**src/rtl/bidir_count_pkg.sv**
```systemverilog
package bidir_count_pkg;

    localparam int unsigned CNT_W_DEF = 4;

    typedef enum logic [1:0] {
        DIR_HOLD = 2'd0,
        DIR_UP   = 2'd1,
        DIR_DOWN = 2'd2
    } dir_mode_e;

endpackage

```
**src/rtl/bidir_mode_decode.sv**
```systemverilog
module bidir_mode_decode
    import bidir_count_pkg::*;
(
    input  logic      inc_i,
    input  logic      dec_i,
    output dir_mode_e mode_o
);

    always_comb begin
        unique case ({inc_i, dec_i})
            2'b10:   mode_o = DIR_UP;
            2'b01:   mode_o = DIR_DOWN;
            default: mode_o = DIR_HOLD;
        endcase
    end

endmodule

```
**src/rtl/bidir_load_gen.sv**
```systemverilog
module bidir_load_gen
    import bidir_count_pkg::*;
#(
    parameter int unsigned W = CNT_W_DEF
) (
    input  dir_mode_e      mode_i,
    input  logic [W-1:0]   state_i,
    output logic           load_o,
    output logic           step_o,
    output logic [W-1:0]   pval_o,
    output logic           low_wrap_o
);

    localparam logic [W-1:0] ALL_ONES = {W{1'b1}};

    logic [W-1:0] lower;

    // one below the present state, modulo 2**W
    assign lower = state_i + ALL_ONES;

    always_comb begin
        load_o     = 1'b0;
        step_o     = 1'b0;
        pval_o     = state_i;
        low_wrap_o = 1'b0;
        unique case (mode_i)
            DIR_UP: begin
                step_o = 1'b1;
            end
            DIR_DOWN: begin
                load_o     = 1'b1;
                pval_o     = lower;
                low_wrap_o = (state_i == '0);
            end
            default: begin
            end
        endcase
    end

endmodule

```
**src/rtl/bidir_base_counter.sv**
```systemverilog
module bidir_base_counter #(
    parameter int unsigned W = 4
) (
    input  logic         clk,
    input  logic         clr_i,
    input  logic         load_i,
    input  logic         step_i,
    input  logic [W-1:0] pval_i,
    output logic [W-1:0] q_o,
    output logic         full_o
);

    localparam logic [W-1:0] TOP_VAL = {W{1'b1}};

    always_ff @(posedge clk) begin
        if (clr_i) begin
            q_o <= '0;
        end else if (load_i) begin
            q_o <= pval_i;
        end else if (step_i) begin
            q_o <= q_o + 1'b1;
        end
    end

    assign full_o = step_i && (q_o == TOP_VAL);

endmodule

```
**src/rtl/bidir_count16.sv**
```systemverilog
module bidir_count16
    import bidir_count_pkg::*;
#(
    parameter int unsigned W = CNT_W_DEF
) (
    input  logic         clk,
    input  logic         clr,
    input  logic         dir_inc,
    input  logic         dir_dec,
    output logic [W-1:0] cnt_q,
    output logic         wrap_up,
    output logic         wrap_dn
);

    dir_mode_e    mode;
    logic         ld;
    logic         en;
    logic [W-1:0] pval;

    bidir_mode_decode u_dec (
        .inc_i  (dir_inc),
        .dec_i  (dir_dec),
        .mode_o (mode)
    );

    bidir_load_gen #(.W(W)) u_glue (
        .mode_i     (mode),
        .state_i    (cnt_q),
        .load_o     (ld),
        .step_o     (en),
        .pval_o     (pval),
        .low_wrap_o (wrap_dn)
    );

    bidir_base_counter #(.W(W)) u_cnt (
        .clk    (clk),
        .clr_i  (clr),
        .load_i (ld),
        .step_i (en),
        .pval_i (pval),
        .q_o    (cnt_q),
        .full_o (wrap_up)
    );

endmodule

```
**config.mk**
```make
export PLATFORM = sky130hd
export DESIGN_NAME = bidir_count16
export DESIGN_NICKNAME = d
export VERILOG_FILES = /design/src/rtl/bidir_count_pkg.sv /design/src/rtl/bidir_mode_decode.sv /design/src/rtl/bidir_load_gen.sv /design/src/rtl/bidir_base_counter.sv /design/src/rtl/bidir_count16.sv
export SDC_FILE = /design/constraint.sdc
export NUM_CORES = 1
export LEC_CHECK = 0
export ABC_AREA = 1
export CAP_MARGIN = 0
export CORE_AREA = 2 2 39 41
export DETAILED_ROUTE_END_ITERATION = 16
export DIE_AREA = 0 0 41 43
export GPL_TIMING_DRIVEN = 0
export SYNTH_ARGS = -nofsm -noshare
export SYNTH_HDL_FRONTEND = slang
export SYNTH_SLANG_ARGS = --single-unit
```
**constraint.sdc**
```tcl
create_clock -name clk -period 1.4 [get_ports clk]
set_input_delay 0.42 -clock clk [delete_from_list [all_inputs] [get_ports clk]]
set_output_delay 0.42 -clock clk [all_outputs]
set_load 0.02 [all_outputs]
```
=== Word-level counts from Yosys, hierarchy flattened ===
Index checks and enable logic that the tools add are counted.

* Input bits: 4
* Bits in registers: 4

* Muxes and demuxes: 7
* Equality and inequality tests: 6
* $add $sub $neg: 2
* Reduce and logical (&&, ||, !) cells: 4

{| class="wikitable"
|+ Operators with widths
! operator !! number
|-
| $mux 4 || 3
|-
| $add 4x1->4 const B || 1
|-
| $add 4x4->4 const B || 1
|-
| $eq 2x1->1 const B || 2
|-
| $eq 2x2->1 const B || 2
|-
| $eq 4x4->1 const B || 1
|-
| $logic_not 4->1 || 1
|-
| $pmux 2 s2 || 1
|-
| $mux 1 || 3
|-
| $ne 2x1->1 const B || 1
|-
| $reduce_and 2->1 || 1
|-
| $reduce_bool 2->1 || 1
|-
| $logic_and 1x1->1 || 1
|}

=== Longest topological paths before layout ===
* Depth after elaboration: 6
* Gate-level depth with buffers: 11
* Depth with buffers taken out: 11

=== Hierarchy ===
Synthesis repeated with hierarchy kept, for this count alone.

* Cells, all modules: 66
* Area total of the unflattened synthesis: 386.6 sq um

{| class="wikitable"
|+ Modules (own cells, without submodules)
! module !! cells an instance !! instances !! area each (sq um)
|-
| bidir_base_counter || 37 || 1 || 231.5
|-
| bidir_load_gen || 25 || 1 || 140.1
|-
| bidir_mode_decode || 4 || 1 || 15.0
|}

=== Least setup slack after synthesis ===
OpenSTA, ideal clock, no wires.

* Path type: input -> output
* Start: input port dir_inc
* End: output port wrap_dn
* Buffers on the path: 0
* Setup slack: -0.433 ns
* Arrival: 1.413 ns
* Cell stages on the path: 4
* Cell sequence: inv_1 ha_1 inv_1 nor4_1

* Word-level cells in the longest chain between the ends: 4
* Elaborated cells on any way between the ends: 5
* Classes of those cells: eq/ne (3); mux (2)

{| class="wikitable"
|+ Ends and longest elaborated chain
! what !! RTL line !! RTL
|-
| start: declaration || bidir_count16.sv:8 || <nowiki>input logic dir_inc,</nowiki>
|-
| $eq 2x1->1 / $eq 2x2->1 (equally long branches) || bidir_mode_decode.sv:10 || <nowiki>unique case ({inc_i, dec_i})</nowiki>
|-
| $pmux 2 s2 * || bidir_mode_decode.sv:10 ||
|-
| $eq 2x2->1 * || bidir_load_gen.sv:26 || <nowiki>unique case (mode_i)</nowiki>
|-
| $mux 1 * || bidir_load_gen.sv:26 ||
|-
| end: declaration || bidir_count16.sv:12 || <nowiki>output logic wrap_dn</nowiki>
|}

Mark *: on every way between the ends. The rest lies on a longest branch, timed or not.

=== Worst setup path after layout ===
* Start: register u_cnt.q_o[2]
* End: output port wrap_dn

* Word-level cells in the longest chain between the ends: 2

{| class="wikitable"
|+ Ends and longest elaborated chain
! what !! RTL line !! RTL
|-
| start: declaration || bidir_base_counter.sv:9 || <nowiki>output logic [W-1:0] q_o,</nowiki>
|-
| start signal: assignment || bidir_base_counter.sv:19 || <nowiki>q_o <= pval_i;</nowiki>
|-
| start signal: assignment || bidir_base_counter.sv:21 || <nowiki>q_o <= q_o + 1'b1;</nowiki>
|-
| $logic_not 4->1 || bidir_load_gen.sv:33 || <nowiki>low_wrap_o = (state_i == '0);</nowiki>
|-
| $mux 1 || bidir_load_gen.sv:26 ||
|}

No other way between the ends.

==> impl_metrics.csv <==
group,metric,value,unit
run_status,status,"finished with violations",
run_status,violations,"negative setup slack",
clock_tree,clkTransAtPathRegs,0.04,ns
routing,drt-total-wl,784,µm
routing,routed_via_density,4.238,
timing,fin_skew,0.009140,ns
floorplan,die-width,41,µm
cells_and_area,largest_register_ffs,4,
synth,syn_area_per_cell,6.882,µm²
cells_and_area,finalNonFillerCells,80,
floorplan,dieArea,1763,µm²
timing,slew_viol_final,0,
power_and_ir_drop,p_total,0.5334,mW
critical_path,crit_path_start,"u_cnt.q_o[2]$_SDFFE_PP0P_",
placed_design,io_buffer_count,9,
cells_and_area,top_regs,"u_cnt.q_o (4)",
synth,synth-seq-cells,4,
cells_and_area,largest_register,"u_cnt.q_o",
global_routing,track_usage,9.639,%
critical_path,start_kind,"flop",
cells_and_area,nets,74,
clock_tree,clockRootBuffer,"clkbuf_4",
global_routing,grt_pass1_vias,292,
synth,ys_warn_count,0,
cells_and_area,num_antenna_cells,0,
synth,netlist.area_leader.share,25.30,%
placed_design,dp_hpwl,526.4,µm
cells_and_area,syn_to_final_growth,77.47,%
timing,finalHoldViolations,0,
routing,routedWlPerCell,9.800,µm
synth,synthTopCellsByArea,"dfxtp_1, ha_1, inv_1, nand2_1, xor2_1",
global_routing,grt_pass1_wl,1124,µm
clock_tree,clock-sinks,4,
routing,firstDrtPassIters,3,
routing,drc,0,
critical_path,r2r-end,"u_cnt.q_o[2]$_SDFFE_PP0P_",
clock_tree,h-tree-depth,1,
critical_path,arrival,1.09,ns
timing,max-slew-margin-rel,87.08,%
timing,setup_slack,-0.1129,ns
critical_path,path_max_fanout,4,
clock_tree,clk_path_buf_depth,2,
synth,yosysTopAreaCell,"dfxtp_1",
flow_run,max_cap_viol_count,0,
synth,synth.cell_area,316.6,µm²
global_routing,antenna_found_initial,0,
hold_path,hold_start,"u_cnt.q_o[1]$_SDFFE_PP0P_",
synth,mappedNetlistNets,54,
global_routing,grt_max_degree,7,
placed_design,gp_congestion,0.7850,
critical_path,reg2reg_slack,0.16,ns
floorplan,boundaryPins,10,
critical_path,crit_type,"flop to primary output",
timing,fmax,661.0,MHz
floorplan,initial_core_util,22.88,%
synth,synthCells,46,
clock_tree,clk_latency,0.24,ns
critical_path,reg2reg_from,"u_cnt.q_o[1]$_SDFFE_PP0P_",
routing,antenna_left,0,
routing,num_vias,339,
cells_and_area,layout-drive-gt1-share,60.94,%
synth,synth_cell_types,17,
timing,finalSetupViolations,2,
timing,period_needed,1.513,ns
global_routing,grt_overflow,0,
timing,period_share,108.1,%
routing,drt_iter0_markers,2,
timing,worst_pin_slew,0.1924,ns
critical_path,worstRegToRegCells,8,
clock_tree,cts_tree,"built",
floorplan,die_h,43,µm
timing,rsz0062_at_grt,"true",
floorplan,coreArea,1384,µm²
power_and_ir_drop,ir_drop,0.6517,mV
placed_design,dpl.cell_count,71,
floorplan,placementRows,14,
synth,seq_area_frac_synth,25.30,%
critical_path,crit_required,0.98,ns
critical_path,endpoint_kind,"primary output",
power_and_ir_drop,leakage,0.2655,nW
power_and_ir_drop,p_per_area,949.4,nW/µm²
hold_path,min_path_type,"flop to flop",
critical_path,endpoint,"wrap_dn",
clock_tree,cts_buffers,3,
==> placed cells by master, fill, tap and decap left out, types with 2 or more instances in the layout <==
cell type  n
a21oi_1    2
clkbuf_2   3
xor2_1     2
clkbuf_4   3
inv_4      4
nor2_2     2
inv_1      4
buf_4      9
dfxtp_4    2
nand2_1    5
ha_4       2
nand3_1    2
nand2_2    2
nand3_2    2
nor2_1     3
dfxtp_2    2
inv_2      2
==> worst min path at each step <==
stage | to | slack, ns | depth (start not counted)
after global routing | u_cnt.q_o[1]$_SDFFE_PP0P_ | 0.54 | 2
after CTS | u_cnt.q_o[1]$_SDFFE_PP0P_ | 0.55 | 2
final | u_cnt.q_o[1]$_SDFFE_PP0P_ | 0.52 | 2
after detailed placement | u_cnt.q_o[1]$_SDFFE_PP0P_ | 0.55 | 2
after global placement | u_cnt.q_o[1]$_SDFFE_PP0P_ | 0.55 | 2
after floorplan | u_cnt.q_o[0]$_SDFFE_PP0P_ | 0.48 | 1
==> synthesized netlist by cell type <==
master,count
o21ai_0,1
xor2_1,2
nand2_1,8
nor4_1,1
nor2_2,2
nand3_2,1
nand3b_1,1
inv_1,8
dfxtp_1,4
nand3_1,3
nor3_1,1
o21ai_1,1
a21oi_1,3
nor2_1,3
xnor2_1,1
ha_1,4
inv_2,2
==> stage by stage <==
step | util (%) | cell area (µm²) | hold slack (ns) | setup TNS, ns | setup slack (ns)
after floorplan | - | 354.1 | 0.4850 | 0 | 0.01532
after global placement | 33.54 | 464.2 | 0.5533 | -3.903 | -0.9648
after detailed placement | 33.54 | 464.2 | 0.5509 | -3.982 | -0.9839
after CTS | 36.17 | 500.5 | 0.5550 | -0.3301 | -0.1558
after global routing | 40.60 | 561.8 | 0.5351 | -0.2912 | -0.1476
final | 40.60 | 561.8 | 0.5155 | -0.2108 | -0.1129
==> power by group <==
part,switching [mW],internal [mW],total (mW),leakage [nW]
Combinational,0.120,0.103,0.223,0.217
Sequential,0.0317,0.136,0.167,0.0350
Clock,0.0474,0.0958,0.143,0.0138
==> cell families after synthesis <==
family / Yosys count / synth area share (%)
AND/OR/NAND/NOR: 20 / 30.83
buffers and inverters: 10 / 11.86
flip-flops: 4 / 25.30
adder cells (fa/ha/maj): 4 / 15.81
XOR/XNOR: 3 / 8.302
AO/OA/AOI/OAI: 5 / 7.901
==> worst max-delay path, cell delays in order (launching register included) <==
cell and delay [ns]:
dfxtp_4 0.36, inv_4 0.06, nand2_4 0.06, nor4_4 0.20, buf_4 0.18
==> final cells by class <==
cell class | count | area (µm²)
sequential | 4 | 90.09
multi-input combinational | 32 | 267.8
fill | 141 | 822.0
inverter | 10 | 47.55
timing repair buffer | 15 | 113.9
tap | 16 | 20.02
clock buffer | 3 | 22.52
==> metal layers <==
metal  GRT usage, %  wire (µm)  vias to the layer above
met3          6.283         28                        0
met2          14.06        453                        6
met4          2.000          0                        0
met5              0          0                        -
met1          11.58        302                      153
li1               -          -                      180
==> timing repair <==
| item | 4_1_cts | 5_1_grt |
|---|---|---|
| endpoints found under the setup margin | 10 | 7 |
| buffers inserted | 2 | 4 |
| hold buffers | 0 | 0 |
| gates resized for setup | 30 | 20 |
| endpoints found under the hold margin | 0 | 0 |
| pin swaps | 3 | 3 |
(Power assumes the default switching activity.)
